### src/rtl/dma_pkg.sv
package dma_pkg;

  localparam logic [1:0] SEL_MADDR = 2'd0;
  localparam logic [1:0] SEL_COUNT = 2'd1;
  localparam logic [1:0] SEL_DEV   = 2'd2;
  localparam logic [1:0] SEL_CTRL  = 2'd3;

  localparam int unsigned CTL_GO      = 0;
  localparam int unsigned CTL_DIR     = 1;
  localparam int unsigned CTL_MODE_LO = 2;
  localparam int unsigned CTL_CLR     = 4;

  typedef enum logic [1:0] {
    MODE_BURST     = 2'd0,
    MODE_STEAL     = 2'd1,
    MODE_SNOOP     = 2'd2,
    MODE_BURST_ALT = 2'd3
  } xfer_mode_e;

endpackage

### src/rtl/dma_cfg.sv
module dma_cfg
  import dma_pkg::*;
#(
  parameter int unsigned ADDR_W = 16,
  parameter int unsigned CNT_W  = 8,
  parameter int unsigned DEV_W  = 4,
  parameter int unsigned CFG_W  = 16
) (
  input  logic              clk,
  input  logic              rst_n,
  input  logic              cfg_we,
  input  logic [1:0]        cfg_sel,
  input  logic [CFG_W-1:0]  cfg_wdata,
  input  logic              busy,
  output logic [ADDR_W-1:0] start_addr,
  output logic [CNT_W-1:0]  start_cnt,
  output logic [DEV_W-1:0]  dev_sel,
  output logic              dir,
  output xfer_mode_e        mode,
  output logic              go,
  output logic              clr,
  output logic              zero_cnt
);

  logic hit_ctrl, wr_open;
  logic en_addr, en_cnt, en_dev, en_ctl;

  always_comb begin
    wr_open  = cfg_we && !busy;
    hit_ctrl = cfg_we && (cfg_sel == SEL_CTRL);
    en_addr  = wr_open && (cfg_sel == SEL_MADDR);
    en_cnt   = wr_open && (cfg_sel == SEL_COUNT);
    en_dev   = wr_open && (cfg_sel == SEL_DEV);
    en_ctl   = wr_open && (cfg_sel == SEL_CTRL);
    go       = en_ctl && cfg_wdata[CTL_GO];
    clr      = hit_ctrl && cfg_wdata[CTL_CLR];
    zero_cnt = (start_cnt == '0);
  end

  always_ff @(posedge clk or negedge rst_n) begin
    if (!rst_n) begin
      start_addr <= '0;
      start_cnt  <= '0;
      dev_sel    <= '0;
      dir        <= 1'b0;
      mode       <= MODE_BURST;
    end else begin
      if (en_addr) start_addr <= cfg_wdata[ADDR_W-1:0];
      if (en_cnt)  start_cnt  <= cfg_wdata[CNT_W-1:0];
      if (en_dev)  dev_sel    <= cfg_wdata[DEV_W-1:0];
      if (en_ctl) begin
        dir  <= cfg_wdata[CTL_DIR];
        mode <= xfer_mode_e'(cfg_wdata[CTL_MODE_LO +: 2]);
      end
    end
  end

  // data registers hold while a block runs
  assert_busy_regs_frozen_R11: assert property (@(posedge clk) disable iff (!rst_n)
    (busy && cfg_we && cfg_sel != SEL_CTRL) |=>
      ($stable(start_addr) && $stable(start_cnt) && $stable(dev_sel)));

  // control fields hold while a block runs
  assert_busy_ctl_frozen_R11: assert property (@(posedge clk) disable iff (!rst_n)
    (busy && hit_ctrl) |=> ($stable(mode) && $stable(dir)));

endmodule

### src/rtl/dma_walker.sv
module dma_walker #(
  parameter int unsigned ADDR_W = 16,
  parameter int unsigned CNT_W  = 8
) (
  input  logic              clk,
  input  logic              rst_n,
  input  logic              load,
  input  logic [ADDR_W-1:0] ld_addr,
  input  logic [CNT_W-1:0]  ld_cnt,
  input  logic              step,
  output logic [ADDR_W-1:0] cur_addr,
  output logic              last
);

  logic [CNT_W-1:0]  remaining;
  logic [ADDR_W-1:0] addr_d;
  logic [CNT_W-1:0]  cnt_d;
  logic              en;

  always_comb begin
    en     = load || step;
    addr_d = cur_addr;
    cnt_d  = remaining;
    if (load) begin
      addr_d = ld_addr;
      cnt_d  = ld_cnt;
    end else if (step) begin
      addr_d = cur_addr + ADDR_W'(1);
      cnt_d  = remaining - CNT_W'(1);
    end
    last = (remaining == CNT_W'(1));
  end

  always_ff @(posedge clk or negedge rst_n) begin
    if (!rst_n) begin
      cur_addr  <= '0;
      remaining <= '0;
    end else if (en) begin
      cur_addr  <= addr_d;
      remaining <= cnt_d;
    end
  end

  // one word forward per move
  assert_addr_advance_R5: assert property (@(posedge clk) disable iff (!rst_n)
    (step && !load) |=> (cur_addr == $past(cur_addr) + ADDR_W'(1)));

  // one fewer word left per move
  assert_count_down_R5: assert property (@(posedge clk) disable iff (!rst_n)
    (step && !load) |=> (remaining == $past(remaining) - CNT_W'(1)));

endmodule

### src/rtl/dma_bus_ctl.sv
module dma_bus_ctl
  import dma_pkg::*;
(
  input  logic       clk,
  input  logic       rst_n,
  input  logic       go,
  input  logic       zero_cnt,
  input  xfer_mode_e mode,
  input  logic       drq,
  input  logic       bus_grant,
  input  logic       cpu_idle,
  input  logic       last,
  input  logic       clr,
  output logic       step,
  output logic       bus_req,
  output logic       busy,
  output logic       irq
);

  logic idle_ok, finish;
  logic busy_d, req_d, irq_d;

  always_comb begin
    idle_ok = (mode != MODE_SNOOP) || cpu_idle;
    step    = busy && bus_req && bus_grant && drq && idle_ok;
    finish  = step && last;

    busy_d = busy;
    if (go)          busy_d = !zero_cnt;
    else if (finish) busy_d = 1'b0;

    req_d = bus_req;
    if (!busy || finish)                      req_d = 1'b0;
    else if (!bus_req)                        req_d = drq;
    else if (step && (mode == MODE_STEAL))    req_d = 1'b0;

    irq_d = irq;
    if (clr)                           irq_d = 1'b0;
    if (finish || (go && zero_cnt))    irq_d = 1'b1;
  end

  always_ff @(posedge clk or negedge rst_n) begin
    if (!rst_n) begin
      busy    <= 1'b0;
      bus_req <= 1'b0;
      irq     <= 1'b0;
    end else begin
      busy    <= busy_d;
      bus_req <= req_d;
      irq     <= irq_d;
    end
  end

  assert_burst_hold_R6: assert property (@(posedge clk) disable iff (!rst_n)
    (bus_req && busy && !(step && last) &&
     (mode == MODE_BURST || mode == MODE_BURST_ALT)) |=> bus_req);

  assert_steal_release_R7: assert property (@(posedge clk) disable iff (!rst_n)
    (step && mode == MODE_STEAL) |=> !bus_req);

  assert_final_release_R9: assert property (@(posedge clk) disable iff (!rst_n)
    (step && last) |=> (irq && !bus_req && !busy));

  assert_clear_drops_R10: assert property (@(posedge clk) disable iff (!rst_n)
    (clr && !(step && last) && !(go && zero_cnt)) |=> !irq);

  assert_empty_block_R12: assert property (@(posedge clk) disable iff (!rst_n)
    (go && zero_cnt) |=> (irq && !bus_req && !busy));

endmodule

### src/rtl/dma_engine.sv
module dma_engine
  import dma_pkg::*;
#(
  parameter int unsigned ADDR_W = 16,
  parameter int unsigned CNT_W  = 8,
  parameter int unsigned DEV_W  = 4,
  parameter int unsigned DATA_W = 16,
  parameter int unsigned CFG_W  = 16
) (
  input  logic              clk,
  input  logic              rst_n,
  input  logic              cfg_we,
  input  logic [1:0]        cfg_sel,
  input  logic [CFG_W-1:0]  cfg_wdata,
  input  logic              dev_req,
  output logic              dev_ack,
  output logic [DEV_W-1:0]  dev_sel,
  input  logic [DATA_W-1:0] dev_rdata,
  output logic [DATA_W-1:0] dev_wdata,
  output logic              dev_we,
  output logic              bus_req,
  input  logic              bus_grant,
  input  logic              cpu_idle,
  output logic [ADDR_W-1:0] mem_addr,
  input  logic [DATA_W-1:0] mem_rdata,
  output logic [DATA_W-1:0] mem_wdata,
  output logic              mem_we,
  output logic              irq
);

  logic [1:0]        rst_pipe;
  logic              rst_sync_n;
  logic [ADDR_W-1:0] start_addr, cur_addr;
  logic [CNT_W-1:0]  start_cnt;
  logic              dir, go, clr, zero_cnt, busy, step, last, owned;
  xfer_mode_e        mode;

  always_ff @(posedge clk or negedge rst_n) begin
    if (!rst_n) rst_pipe <= '0;
    else        rst_pipe <= {rst_pipe[0], 1'b1};
  end
  assign rst_sync_n = rst_pipe[1];

  dma_cfg #(
    .ADDR_W(ADDR_W), .CNT_W(CNT_W), .DEV_W(DEV_W), .CFG_W(CFG_W)
  ) u_cfg (
    .clk(clk), .rst_n(rst_sync_n), .cfg_we(cfg_we), .cfg_sel(cfg_sel),
    .cfg_wdata(cfg_wdata), .busy(busy), .start_addr(start_addr),
    .start_cnt(start_cnt), .dev_sel(dev_sel), .dir(dir), .mode(mode),
    .go(go), .clr(clr), .zero_cnt(zero_cnt)
  );

  dma_walker #(
    .ADDR_W(ADDR_W), .CNT_W(CNT_W)
  ) u_walker (
    .clk(clk), .rst_n(rst_sync_n), .load(go), .ld_addr(start_addr),
    .ld_cnt(start_cnt), .step(step), .cur_addr(cur_addr), .last(last)
  );

  dma_bus_ctl u_bus (
    .clk(clk), .rst_n(rst_sync_n), .go(go), .zero_cnt(zero_cnt), .mode(mode),
    .drq(dev_req), .bus_grant(bus_grant), .cpu_idle(cpu_idle), .last(last),
    .clr(clr), .step(step), .bus_req(bus_req), .busy(busy), .irq(irq)
  );

  always_comb begin
    owned     = bus_req && bus_grant;
    dev_ack   = step;
    mem_addr  = owned ? cur_addr : '0;
    mem_we    = step && !dir;
    dev_we    = step && dir;
    mem_wdata = mem_we ? dev_rdata : '0;
    dev_wdata = dev_we ? mem_rdata : '0;
  end

  assert_quiet_unowned_R3: assert property (@(posedge clk) disable iff (!rst_sync_n)
    !owned |-> (mem_addr == '0 && !mem_we && !dev_we && !dev_ack));

  assert_snoop_idle_only_R8: assert property (@(posedge clk) disable iff (!rst_sync_n)
    dev_ack |-> (mode != MODE_SNOOP || cpu_idle));

  assert_one_strobe_R4: assert property (@(posedge clk) disable iff (!rst_sync_n)
    $countones({mem_we, dev_we}) == (dev_ack ? 1 : 0));

endmodule

### config.mk
export PLATFORM = sky130hd
export DESIGN_NAME = dma_engine
export DESIGN_NICKNAME = d
export VERILOG_FILES = /design/src/rtl/dma_pkg.sv /design/src/rtl/dma_cfg.sv /design/src/rtl/dma_walker.sv /design/src/rtl/dma_bus_ctl.sv /design/src/rtl/dma_engine.sv
export SDC_FILE = /design/constraint.sdc
export NUM_CORES = 1
export LEC_CHECK = 0
export BUFFER_PORTS_ARGS = -buffer_cell sky130_fd_sc_hd__buf_2
export CORE_AREA = 2 2 99 101
export CTS_CLUSTER_DIAMETER = 200
export DETAILED_ROUTE_END_ITERATION = 8
export DIE_AREA = 0 0 101 103
export GPL_TIMING_DRIVEN = 1
export PLACE_DENSITY_LB_ADDON = 0.1
export SLEW_MARGIN = 20
export SYNTH_ARGS = -nofsm -noshare
export SYNTH_HDL_FRONTEND = slang
export SYNTH_SLANG_ARGS = --single-unit
### constraint.sdc
create_clock -name clk -period 2 [get_ports clk]
set_input_delay 0.1 -clock clk [delete_from_list [all_inputs] [get_ports clk]]
set_output_delay 0.1 -clock clk [all_outputs]
set_load 0.01 [all_outputs]
==> impl_metrics.csv <==
group,metric,value,unit
floorplanning,core,0.00946,mm2
synth,ys_seq_area_share,47.0,%
timing,skew,0.00725,ns
min_path,hold_depth,2,
clock_network,clk_latency,0.33,ns
global_route,use_met3,4.20,%
worst_setup_path,cp.required,1.90,ns
timing,setup_tns,0,ns
clock_network,clkSinkCount,60,
global_route,grt_max_degree,37,
global_route,grt-busiest-layer,"met2",
worst_setup_path,critPathKind,"flop to output pin",
timing,fmax,536,MHz
floorplanning,die_w,101,um
floorplanning,initial_core_util,33.8,%
final_layout,drive_gt1_share,41.4,%
drt,ant_nets,0,
drt,remaining_drc_errors,0,
timing,drv_slew,0,
worst_setup_path,path_delay_family,"simple AND/OR/NAND/NOR gates",
clock_network,cts_buffer_depth,2,
final_layout,final_util,45.1,%
place,gp_congestion,0.856,
worst_setup_path,timing.rr.end,"u_walker.cur_addr[5]$_DFFE_PN0P_",
floorplanning,die_height,103,um
floorplanning,die-area,0.0104,mm2
place,numPortBuffers,112,
synth,postSynth.asyncResetShare,100,%
synth,ys_warn_count,0,
worst_setup_path,cp.arrival,1.77,ns
global_route,met1_usage,24.7,%
run_status,outcome,"completed",
timing,rsz0062_at_grt,"no",
global_route,antenna_found_initial,0,
synth,avgSynthCellArea,10.5,um2
global_route,met2_usage,26.5,%
worst_setup_path,r2r_start,"u_cfg.mode[0]$_DFFE_PN0N_",
power,p_leak,2.10,nW
timing,layout_min_cycle_time,1.87,ns
place,hpwl,6.78,mm
power,powerDensity,1190,mW/mm2
timing,hold_viol_final,0,
synth,syn_inst,305,
power,vdd_ir_drop_max,0.000581,V
synth,synth_nets,364,
worst_setup_path,end_kind,"output pin",
clock_network,cts_made_buffers,9,
drt,drt_first_pass_iters,4,
clock_network,cts-root-buf,"clkbuf_8",
min_path,hp-start,"cfg_wdata[12]",
synth,synth_edf_count,0,
final_layout,syn_to_final_growth,33.5,%
synth,netlist_area,0.00319,mm2
global_route,grt_use_total,17.6,%
min_path,min_path_type,"input pin to flop",
global_route,gr-total-overflow,0,
final_layout,finalNetCount,489,
clock_network,htreeDepth,3,
synth,synth_ff_type,"dfrtp_1",
timing,worst_pin_slew,0.639,ns
worst_setup_path,cp_max_fo,25,
timing,setup_viol,0,
worst_setup_path,slowest_delay,0.45,ns
synth,ys_types,48,
flow_run,maxCapViolations,0,
min_path,worstHoldEndpoint,"u_cfg.start_addr[12]$_DFFE_PN0P_",
worst_setup_path,setup.worst_path.start_class,"flop",
drt,num_vias,2823,
worst_setup_path,crit_slowest_cell,"or3b_4",
worst_setup_path,r2r_slack,0.15,ns
worst_setup_path,rr_worst_depth,6,
drt,wire_per_inst,16.4,um
clock_network,cts_tree,"done",
drt,drt-initial-drc-count,154,
final_layout,diodes,0,
worst_setup_path,crit_path_cell_trace,"or3b_4, nand2_2, buf_12, inv_2, buf_2",
clock_network,path_clk_slew,0.07,ns
final_layout,fill_cells,944,
drt,routed_wl,9.03,mm
timing,relSlewSlack,57.3,%
power,finalPower,5.06,mW
timing,fin_crit_sh,93.3,%
global_route,grt_pass1_wl,14.0,mm
synth,ys_seq_elements,60,
global_route,grt_pass1_vias,2637,
floorplanning,io_pins,113,
worst_setup_path,crit_buf_inv,3,
drt,viasPerCell,5.14,
floorplanning,core.rowCount,36,
==> synth_stat cells (4+ instances only) <==
cell type  number  share of area [%]
and3_1         23                4.5
nor2_1          7               0.82
nor3_1          9                1.4
nand2_1        23                2.7
a21o_1          5                1.2
and2_1         34                6.7
nand4_1         5               0.98
o21ai_0         9                1.4
o311ai_0        4                1.1
a221o_1        10                3.1
a22oi_1         4               0.94
nand3_1        11                1.7
clkbuf_1        5               0.59
dfrtp_1        60                 47
inv_1           4               0.47
mux2_2         30                 11
buf_2          11                1.7
nor4_1          7                1.4
==> metal layers <==
| metal | vias up | wire (um) |
|---|---|---|
| met1 | 1304 | 4400 |
| li1 | 1385 | - |
| met4 | 0 | 120 |
| met5 | - | 0 |
| met3 | 11 | 696 |
| met2 | 123 | 3810 |
==> cells in the final DEF (no fill, tap or decap), types with 5 or more instances in the layout <==
master,synthesis,final
buf_2,11,112
nand3_1,11,11
nor2_1,7,6
dlygate4sd3_1,0,8
and3_1,23,22
nand4_1,5,5
a221o_1,10,10
o21ai_0,9,9
mux2_2,30,30
clkbuf_8,0,10
dfrtp_1,60,59
nor3_1,9,9
nor4_1,7,7
nand2_1,23,23
a21o_1,5,5
and2_1,34,34
buf_4,1,7
==> area by class of cell <==
type	instances	area [um2]	share of cell area [%]
multi-input combinational	223	1610	37.7
timing repair buffer	131	773	18.1
inverter	5	18.8	0.440
clock buffer	11	141	3.32
sequential	60	1500	35.3
clock inverter	5	75.1	1.76
tap	114	143	3.35
==> flip-flops by register name, indices dropped and copies added (netlist names) <==
signal / count
u_bus.irq: 1
u_bus.busy: 1
u_cfg.start_cnt: 8
u_walker.remaining: 8
u_walker.cur_addr: 16
u_bus.bus_req: 1
rst_pipe: 2
u_cfg.dir: 1
u_cfg.mode: 2
u_cfg.start_addr: 16
u_cfg.dev_sel: 4
==> cell families (layout without fill, tap and decap cells) <==
family | count (synthesis) | in the layout | share of synthesized area, %
AO/OA/AOI/OAI | 46 | 46 | 11.4
XOR/XNOR | 3 | 3 | 0.823
adder cells (fa/ha/maj) | 3 | 3 | 1.18
buffers and inverters | 22 | 152 | 3.13
flip-flops | 60 | 60 | 47.0
multiplexers | 30 | 30 | 10.6
other | 1 | 1 | 0.117
AND/OR/NAND/NOR | 140 | 140 | 25.8
==> power by group <==
group	total [mW]	switching, mW	internal, mW	leakage [nW]
combinational	1.54	0.703	0.836	1.25
sequential	2.31	0.549	1.77	0.738
clock	1.21	0.478	0.730	0.113
total	5.06	1.73	3.33	2.10
==> worst max path at each step <==
stage                               from                               end  slack (ns)  depth (start not counted)
3_5_place_dp   u_cfg.mode[0]$_DFFE_PN0N_  u_walker.cur_addr[5]$_DFFE_PN0P_        0.13                          6
5_1_grt           u_bus.busy$_DFFE_PN0P_                     mem_wdata[11]        0.03                          5
4_1_cts        u_cfg.mode[0]$_DFFE_PN0N_                           dev_ack        0.05                          5
6_report       u_cfg.mode[0]$_DFFE_PN0N_                           dev_ack        0.13                          5
2_1_floorplan      rst_pipe[1]$_DFF_PN0_           u_bus.bus_req$_DFF_PN0_        0.21                          0
3_3_place_gp   u_cfg.mode[0]$_DFFE_PN0N_  u_walker.cur_addr[5]$_DFFE_PN0P_        0.17                          6
==> metrics by stage <==
step           instance area [um2]  setup slack, ns  instances  hold slack [ns]
6_report                      4260            0.133        549           0.0154
5_1_grt                       4260           0.0329        549          0.00407
4_1_cts                       4260           0.0464        549          0.00131
3_5_place_dp                  3950            0.127        525           -0.111
3_3_place_gp                  3950            0.174        525           -0.113
2_1_floorplan                 3190            0.206        305           -0.196
==> timing repair <==
item,in CTS,in global routing
endpoints found under the setup margin,33,19
buffers inserted,0,0
hold buffers,8,0
resized for setup,4,2
endpoints found under the hold margin,9,0
Power figures use the tool's default switching activity.
